--- config.mk ---
export PLATFORM = sky130hd
export DESIGN_NAME = latchreg_driver
export DESIGN_NICKNAME = d
export VERILOG_FILES = /design/src/rtl/latchreg_pkg.sv /design/src/rtl/latchreg_sync.sv /design/src/rtl/latchreg_edge.sv /design/src/rtl/latchreg_cell.sv /design/src/rtl/latchreg_driver.sv
export SDC_FILE = /design/constraint.sdc
export NUM_CORES = 1
export LEC_CHECK = 0
export CORE_MARGIN = 8
export CORE_UTILIZATION = 40
export CTS_CLUSTER_DIAMETER = 150
export DETAILED_ROUTE_END_ITERATION = 8
export GPL_ROUTABILITY_DRIVEN = 0
export PLACE_DENSITY = 0.71
export SETUP_SLACK_MARGIN = 0.02
export SLEW_MARGIN = 0
export SYNTH_ARGS = -nofsm -noshare
export SYNTH_HDL_FRONTEND = slang
export SYNTH_HIERARCHICAL = 1
export SYNTH_SLANG_ARGS = --single-unit
--- constraint.sdc ---
create_clock -name clk -period 2.35 [get_ports clk]
set_input_delay 0.47 -clock clk [delete_from_list [all_inputs] [get_ports clk]]
set_output_delay 0.47 -clock clk [all_outputs]
set_load 0.05 [all_outputs]
--- src/rtl/latchreg_pkg.sv ---
package latchreg_pkg;

   // Control bundle carried through the synchroniser beside the data.
   typedef struct packed {
      logic cp;
      logic le_n;
      logic oe_n;
   } lr_ctrl_t;

   localparam int LR_CTRL_BITS = $bits(lr_ctrl_t);

endpackage

--- src/rtl/latchreg_sync.sv ---
module latchreg_sync #(
   parameter int WIDTH  = 1,
   parameter int STAGES = 2
) (
   input  logic             clk,
   input  logic [WIDTH-1:0] d,
   output logic [WIDTH-1:0] q
);

   if (WIDTH < 1) begin : g_bad_width
      $error("latchreg_sync: WIDTH must be at least 1");
   end
   if (STAGES < 2) begin : g_bad_stages
      $error("latchreg_sync: STAGES must be at least 2");
   end

   logic [WIDTH-1:0] chain [STAGES];

   for (genvar s = 0; s < STAGES; s++) begin : g_stage
      if (s == 0) begin : g_first
         always_ff @(posedge clk) chain[s] <= d;
      end else begin : g_next
         always_ff @(posedge clk) chain[s] <= chain[s-1];
      end
   end

   assign q = chain[STAGES-1];

endmodule

--- src/rtl/latchreg_edge.sv ---
module latchreg_edge (
   input  logic clk,
   input  logic level,
   output logic rise
);

   // The previous sample tracks the level through reset too, so a level
   // that is already high when reset ends never looks like an edge.
   logic prev;

   always_ff @(posedge clk) prev <= level;

   assign rise = level & ~prev;

endmodule

--- src/rtl/latchreg_cell.sv ---
module latchreg_cell (
   input  logic clk,
   input  logic rst,
   input  logic load,
   input  logic d,
   output logic q
);

   always_ff @(posedge clk) begin
      if (rst)       q <= 1'b0;
      else if (load) q <= d;
   end

endmodule

--- src/rtl/latchreg_driver.sv ---
module latchreg_driver
   import latchreg_pkg::*;
#(
   parameter int WIDTH       = 20,
   parameter int SYNC_STAGES = 2
) (
   input  logic             clk,
   input  logic             rst,
   input  logic             cp_in,
   input  logic             le_n_in,
   input  logic             oe_n_in,
   input  logic [WIDTH-1:0] a_in,
   output logic [WIDTH-1:0] y_data,
   output logic [WIDTH-1:0] y_en
);

   localparam int BUS_BITS = WIDTH + LR_CTRL_BITS;

   if (WIDTH < 1) begin : g_bad_width
      $error("latchreg_driver: WIDTH must be at least 1");
   end
   if (SYNC_STAGES < 2) begin : g_bad_sync
      $error("latchreg_driver: SYNC_STAGES must be at least 2");
   end

   lr_ctrl_t         ctrl_raw, ctrl_s;
   logic [WIDTH-1:0] data_s;
   logic             cp_rise;
   logic             load;

   assign ctrl_raw = '{cp: cp_in, le_n: le_n_in, oe_n: oe_n_in};

   // Controls and data share one chain so they stay aligned sample by sample.
   latchreg_sync #(.WIDTH(BUS_BITS), .STAGES(SYNC_STAGES)) u_sync (
      .clk (clk),
      .d   ({a_in, ctrl_raw}),
      .q   ({data_s, ctrl_s})
   );

   latchreg_edge u_edge (
      .clk   (clk),
      .level (ctrl_s.cp),
      .rise  (cp_rise)
   );

   // Transparent while the latch enable is low, otherwise load on a CP rise.
   assign load = ~ctrl_s.le_n | cp_rise;

   for (genvar b = 0; b < WIDTH; b++) begin : g_chan
      latchreg_cell u_cell (
         .clk  (clk),
         .rst  (rst),
         .load (load),
         .d    (data_s[b]),
         .q    (y_data[b])
      );
   end

   assign y_en = {WIDTH{~ctrl_s.oe_n}};

endmodule

# [Yosys cells after proc, flatten, opt, wreduce, memory -nomap -nowiden]
# Memories as Yosys holds them, arrays and structs flattened.
# Index checks and enable logic that the tools add are counted.
[op_classes] add_sub_neg=0 muxes=0 n_div=0 n_bitwise=5 magnitude_cmp=0 eq_ne=0 shift=0 reduce_logical=0 multipliers=0
[ops] operator="1-bit inverter" count=3
[ops] operator="1-bit AND" count=1
[ops] operator="1-bit bitwise OR" count=1
[word_totals] elab_cells=27 mem_bits_rw=46 ff_bits=21 mem_bits_ro=0 latchBits=0 mem_count=1 out_inout_bits=40
[mem_list] memory="u_sync.chain" words=2 word_bits=23 read_ports=2 rd_ports_with_merged_regs=0 write_ports=2 line_no="latchreg_sync.sv:17" source="logic [WIDTH-1:0] chain [STAGES];"

# [Depth between registers and ports, before layout]
# Gate-level depths: netlist (run 1).
[logic_depth] word_depth=3 mapped_depth=5 depth_no_buf=4

# [Cells and area by module]
# Netlist (run 1), hierarchy kept.
[by_module_without_submodules] module="latchreg_sync" n_inst=1 area_per_inst_um2=1093.5 cells_each=69
[by_module_without_submodules] module="latchreg_cell" n_inst=20 area_per_inst_um2=33.8 cells_each=3
[by_module_without_submodules] module="latchreg_driver" n_inst=1 area_per_inst_um2=152.6 cells_each=21
[by_module_without_submodules] module="latchreg_edge" n_inst=1 area_per_inst_um2=33.8 cells_each=2

# [Least setup slack after synthesis (run 1)]
# Ideal clock, no wire load.
[synth_path] path_type="flip-flop to output port" from="memory u_sync/chain[0][23] (netlist bit)" to="output port y_en[10]" required_ps=1880 path_stages_with_launch=4 arrival_time_ps=1290 path_buffers=2 slack_ps=590 cell_sequence="dfxtp_1 buf_4 inv_1 buf_4"
[synth_lines] element="from (decl)" line_no="latchreg_sync.sv:17"
[synth_lines] element="to (decl)" line_no="latchreg_driver.sv:14" source="output logic [WIDTH-1:0] y_en"

==> impl_metrics.toml, run 1 <==
[cells_and_area]
fraction_of_final_layout_cells_sized_beyond_drive_strength_1_pct = 9.33
n_antenna_cell = 0
area_overhead_of_the_layout_relative_to_synthesis_pct = 30.4
finish.net_count = 213

[worst_hold_path]
kind_of_path_behind_the_tightest_hold_check = "register to register"

[setup_path]
r2r_slack_ns = 1.13
crit_slowest_cell = "dlygate4sd2_1"
critical_path.cell_chain = "inv_1 > dlygate4sd2_1"
crit_path_end_kind = "output pin"
type_of_origin_of_the_critical_path = "register"
criticalPathCategory = "register to output pin"
crit_required_ns = 1.88
crit_path_max_fanout = 20
worst-endpoint-arrival_ns = 1.47
timing.critical_path.buf_inv = 2
critical-path-max-stage-delay_ns = 0.59
cpLargestDelayFamily = "buffers and inverters"

[routing]
final_antenna_net_count = 0
route.detailed.wl_per_inst_um = 11.7
detailroute.via_count = 1012
number_of_iterations_in_the_first_detailed_routing_pass = 4
route.detailed.drc = 0
first_iter_violations = 29
drt_wl_total_um = 3040
detail_route.vias_per_cell = 3.89

[floorplan]
dieArea_um2 = 7380
core_area_um2 = 4720
floorplan.rows = 25
num_io_pins = 65
floorplan.die.width_um = 85.9
start_util_pct = 41.4
fp.dieH_um = 85.9

[yosys]
mappedNetlistArea_um2 = 1960
synth-warning-count = 6
synth.most_common_cell = "dfxtp_1"
combinational_family_with_the_most_area_after_synthesis = "buffers and inverters"
biggest_area_consumer_among_synthesized_cells = "dfxtp_1"
synth_top_area_share_pct = 68.6
mux_share_of_post_synthesis_cell_area_pct = 10.2
synthCells = 152
synth_top_cells_by_count = "dfxtp_1 (67), buf_4 (42), mux2i_1 (20), nor2_1 (20)"
dominant_synthesized_flop_cell = "dfxtp_1"
synth_edf_count = 0
post_synth_num_cell_types = 7
yosysSeqAreaShare_pct = 68.6
postSynthRegisterBits = 67
synth_xor_area_share_pct = 0
synth_compound_gate_area_share_pct = 0
async_reset_ff_share_pct = 0
synth_area_leaders = "dfxtp_1 (69%), buf_4 (16%), mux2i_1 (10%), nor2_1 (3.8%), nor2b_4 (0.70%)"
adder_and_majority_cell_fraction_of_the_synthesized_area_pct = 0
post_synth_and_or_nand_nor_area_fraction_pct = 4.86
mappedNetlistNets = 177
syn_avg_cell_area_um2 = 12.9

[place]
port_buffer_count = 64
half_perimeter_wire_length_of_the_detailed_placement_result_um = 2200

[cts]
number_of_hold_buffers_added_after_cts = 0
cts.path.max_buffers = 2
numCtsBuffers = 9
tritoncts = "yes"
clk_root_buffer_cell = "clkbuf_8"
sink_count_of_the_clock_tree = 67
clock_tree.htree_level_count = 3
postCtsSetupRepairBufs = 0
clkLatencyLatePin_ns = 0.32
postCtsResizedCells = 13
clkTransAtPathRegs_ns = 0.06

[pwr]
power.leakage_nw = 1.17
post-layout-total-power_w = 0.00230
power_density_nw_per_um2 = 901
peakVddDrop_mv = 0.585

[grt]
first_global_vias = 1004
grt_first_pass_wirelength_um = 4720
grt_use_total_pct = 8.66
grt_antenna_before_repair = 0
grt_start_max_net_pins = 21
grt_overflow = 0

[sta]
fmaxAchievable_mhz = 515
fin_skew_ns = 0.00562
timing.setup.tns_ns = 0
timing.final.setup_violations = 0
timing.slew.headroom_pct = 65.3
grt_setup_unrepaired = "no"
report.final.slew_viol_count = 0
layout_worst_path_cycle_share_pct = 82.7
worstMarginPinSlew_ns = 0.519
post-route-min-period_ns = 1.94
final_hold_viol_count = 0

[run]
drv.max_cap_violation_count = 0

[outcome]
status = "finished, final reports clean"
## registers in the layout, summed over array words and instances, names as in the netlist
| signal | flops |
|---|---|
| g_chan.u_cell/q | 20 |
| u_edge/prev | 1 |
| u_sync/chain | 46 |
## worst paths after layout
kind	cells past startpoint	startpoint	endpoint
worst min register to register	0	u_sync/chain[0][20]$_DFF_P_	u_sync/chain[0][43]$_DFF_P_
worst max register to register	5	u_sync/chain[0][25]$_DFF_P_	g_chan[13].u_cell/q$_SDFFE_PP0P_
worst min-delay path	0	u_sync/chain[0][20]$_DFF_P_	u_sync/chain[0][43]$_DFF_P_
worst max-delay path	2	u_sync/chain[0][23]$_DFF_P_	y_en[13]
## area by class of cell
class,count,area [µm²]
clock buffers,11,131
clock inverters,5,30.0
fillers,414,2170
inverters,1,3.75
multi-input cells,42,295
flip-flops and latches,67,1340
well taps,67,83.8
repair buffers,67,664
## layout by cell type, fill, tap and decap left out
cell,n
buf_4,3
clkbuf_1,2
clkbuf_8,9
clkdlybuf4s50_1,44
clkinv_2,3
clkinvlp_4,2
dfxtp_1,67
dlygate4sd2_1,13
dlymetal6s2s_1,7
inv_1,1
mux2i_1,20
nand2b_1,1
nor2_1,20
nor2b_4,1
## power breakdown
part / internal, W / switching, W
Sequential: 0.00120 / 0.0000206
Clock: 0.000377 / 0.000382
Combinational: 0.000119 / 0.000197
Total: 0.00170 / 0.000600
## layer usage
metal	routed length (µm)	vias up	global-route usage, %	part of all wire, %
met5	0	-	0	0
met1	1160	446	7.49	38
li1	-	509	-	-
met4	45	0	2.87	1.5
met3	457	5	9.36	15
met2	1380	52	12.9	45
## kinds of logic (layout without fill, tap and decap cells)
family / after synthesis / in the layout
flops: 67 / 67
simple gates: 22 / 22
buf+inv: 43 / 84
mux: 20 / 20
## stage by stage
step | cell area (µm²) | hold WS, ns | utilization (%) | setup slack [ns] | std cells
3_5_place_dp | 2390 | 0.312 | 50.5 | 0.336 | 244
3_3_place_gp | 2390 | 0.310 | 50.5 | 0.391 | 244
5_1_grt | 2550 | 0.332 | 54.0 | 0.260 | 260
4_1_cts | 2530 | 0.327 | 53.6 | 0.0240 | 260
6_report | 2550 | 0.326 | 54.0 | 0.407 | 260
2_1_floorplan | 1960 | 0.310 | - | 0.590 | 152
No activity file was read; power rests on OpenSTA's default activity.
==> run 2: changes to the inputs <==
clock period = 1.8 ns   (was 2.35 ns; I/O delays follow)
==> impl_metrics.toml, run 2 (synthesis results as in run 1) <==
[cts]
numCtsBuffers = 9
cts.path.max_buffers = 2
clk_root_buffer_cell = "clkbuf_8"
clock_tree.htree_level_count = 3
tritoncts = "yes"
postCtsSetupRepairBufs = 0
clkTransAtPathRegs_ns = 0.06
clkLatencyLatePin_ns = 0.32
sink_count_of_the_clock_tree = 67
postCtsResizedCells = 0
number_of_hold_buffers_added_after_cts = 0

[cells_and_area]
multi_input_area_um2 = 295
fin_area_um2 = 2720
fraction_of_final_layout_cells_sized_beyond_drive_strength_1_pct = 29.5
ff_latch_area_um2 = 1340
layout_commonest_cell = "dfxtp_1"
largest_register_ff_count = 46
final_cells = 260
n_antenna_cell = 0
top_regs = "u_sync/chain: 46 flops, g_chan.u_cell/q: 20 flops, u_edge/prev: 1 flops"
finish.net_count = 213
area_overhead_of_the_layout_relative_to_synthesis_pct = 39.2
leading_cell_types_in_the_layout_fill_and_taps_excluded = "dfxtp_1 (67), clkdlybuf4s50_1 (24), buf_4 (22)"
top_register = "u_sync/chain"
num-fill-cells = 381

[floorplan]
fp.dieH_um = 85.9
dieArea_um2 = 7380
floorplan.rows = 25
core_area_um2 = 4720
start_util_pct = 41.4
floorplan.die.width_um = 85.9
num_io_pins = 65

[grt]
first_global_vias = 1054
grt_overflow = 0
grt_antenna_before_repair = 0
grt_use_total_pct = 9.33
grt_start_max_net_pins = 21
grt_first_pass_wirelength_um = 5060

[pwr]
post-layout-total-power_w = 0.00312
power_density_nw_per_um2 = 1150
power.leakage_nw = 1.25
peakVddDrop_mv = 0.858

[routing]
route.detailed.drc = 0
drt_wl_total_um = 3040
first_iter_violations = 35
detail_route.vias_per_cell = 3.94
route.detailed.wl_per_inst_um = 11.7
number_of_iterations_in_the_first_detailed_routing_pass = 4
detailroute.via_count = 1025
final_antenna_net_count = 0

[sta]
final_hold_viol_count = 0
report.final.slew_viol_count = 0
grt_setup_unrepaired = "no"
timing.setup.tns_ns = 0
worstMarginPinSlew_ns = 0.341
layout_worst_path_cycle_share_pct = 82.9
fin_skew_ns = 0.00594
fmaxAchievable_mhz = 670
timing.final.setup_violations = 0
post-route-min-period_ns = 1.49
timing.slew.headroom_pct = 77.3

[run]
drv.max_cap_violation_count = 0

[setup_path]
type_of_origin_of_the_critical_path = "register"
crit_path_end_kind = "output pin"
critical-path-max-stage-delay_ns = 0.30
timing.critical_path.buf_inv = 3
crit_required_ns = 1.44
cpLargestDelayFamily = "buffers and inverters"
cpMostUsedCell = "buf_12"
crit_path_max_fanout = 20
criticalPathCategory = "register to output pin"
crit_slowest_cell = "dfxtp_1"
critical_path.cell_chain = "inv_1 > buf_12 > buf_12"
worst-endpoint-arrival_ns = 1.13

[worst_hold_path]
kind_of_path_behind_the_tightest_hold_check = "register to register"

[outcome]
status = "finished, final reports clean"

[place]
placement.cell_area_um2 = 2550
numPlacedInstances = 244
half_perimeter_wire_length_of_the_detailed_placement_result_um = 2260
port_buffer_count = 64
run 2: cell count changes in the layout (fill, tap and decap cells not counted), sizes merged:
cell,delta
buf,+40
clkdlybuf4s50,-20
dlygate4sd2,-13
dlymetal6s2s,-7
clkbuf,+3
clkinvlp,-2
clkinv,-1
run 2: power by group:
part	switching [W]	leakage [nW]	total, W	internal, W
clock	0.000475	0.0905	0.00105	0.000572
sequential	0.0000290	0.562	0.00160	0.00157
combinational	0.000271	0.598	0.000478	0.000207
run 2: final timing paths:
path | startpoint | end | slack, ns | cells past startpoint
hold / removal | u_sync/chain[0][14]$_DFF_P_ | u_sync/chain[0][37]$_DFF_P_ | 0.32 | 0
setup / recovery | u_sync/chain[0][23]$_DFF_P_ | y_en[19] | 0.31 | 3
hold reg to reg | u_sync/chain[0][14]$_DFF_P_ | u_sync/chain[0][37]$_DFF_P_ | 0.32 | 0
setup reg to reg | u_sync/chain[0][25]$_DFF_P_ | g_chan[14].u_cell/q$_SDFFE_PP0P_ | 0.54 | 5
run 2: through the flow:
step / hold WS [ns] / util (%) / setup slack (ns)
detailed placement: 0.312 / 54.0 / 0.522
global route: 0.328 / 57.6 / 0.221
finish: 0.322 / 57.6 / 0.307
global placement: 0.310 / 54.0 / 0.549
CTS: 0.324 / 57.6 / 0.273
floorplan: 0.310 / - / 0.150
run 2: metal layers:
metal | global-route usage, % | wire (µm) | vias up
li1 | - | - | 509
met1 | 9.33 | 1340 | 463
met2 | 13.3 | 1360 | 51
met3 | 8.12 | 330 | 2
met4 | 4.30 | 13 | 0
met5 | 0 | 0 | -
run 2: final cells by class:
type	count	area share, %
clock inverter	2	0.368
multi-input combinational	42	10.8
inverter	1	0.138
timing repair buffer	67	30.3
tap	67	3.08
clock buffer	14	5.97
sequential	67	49.3
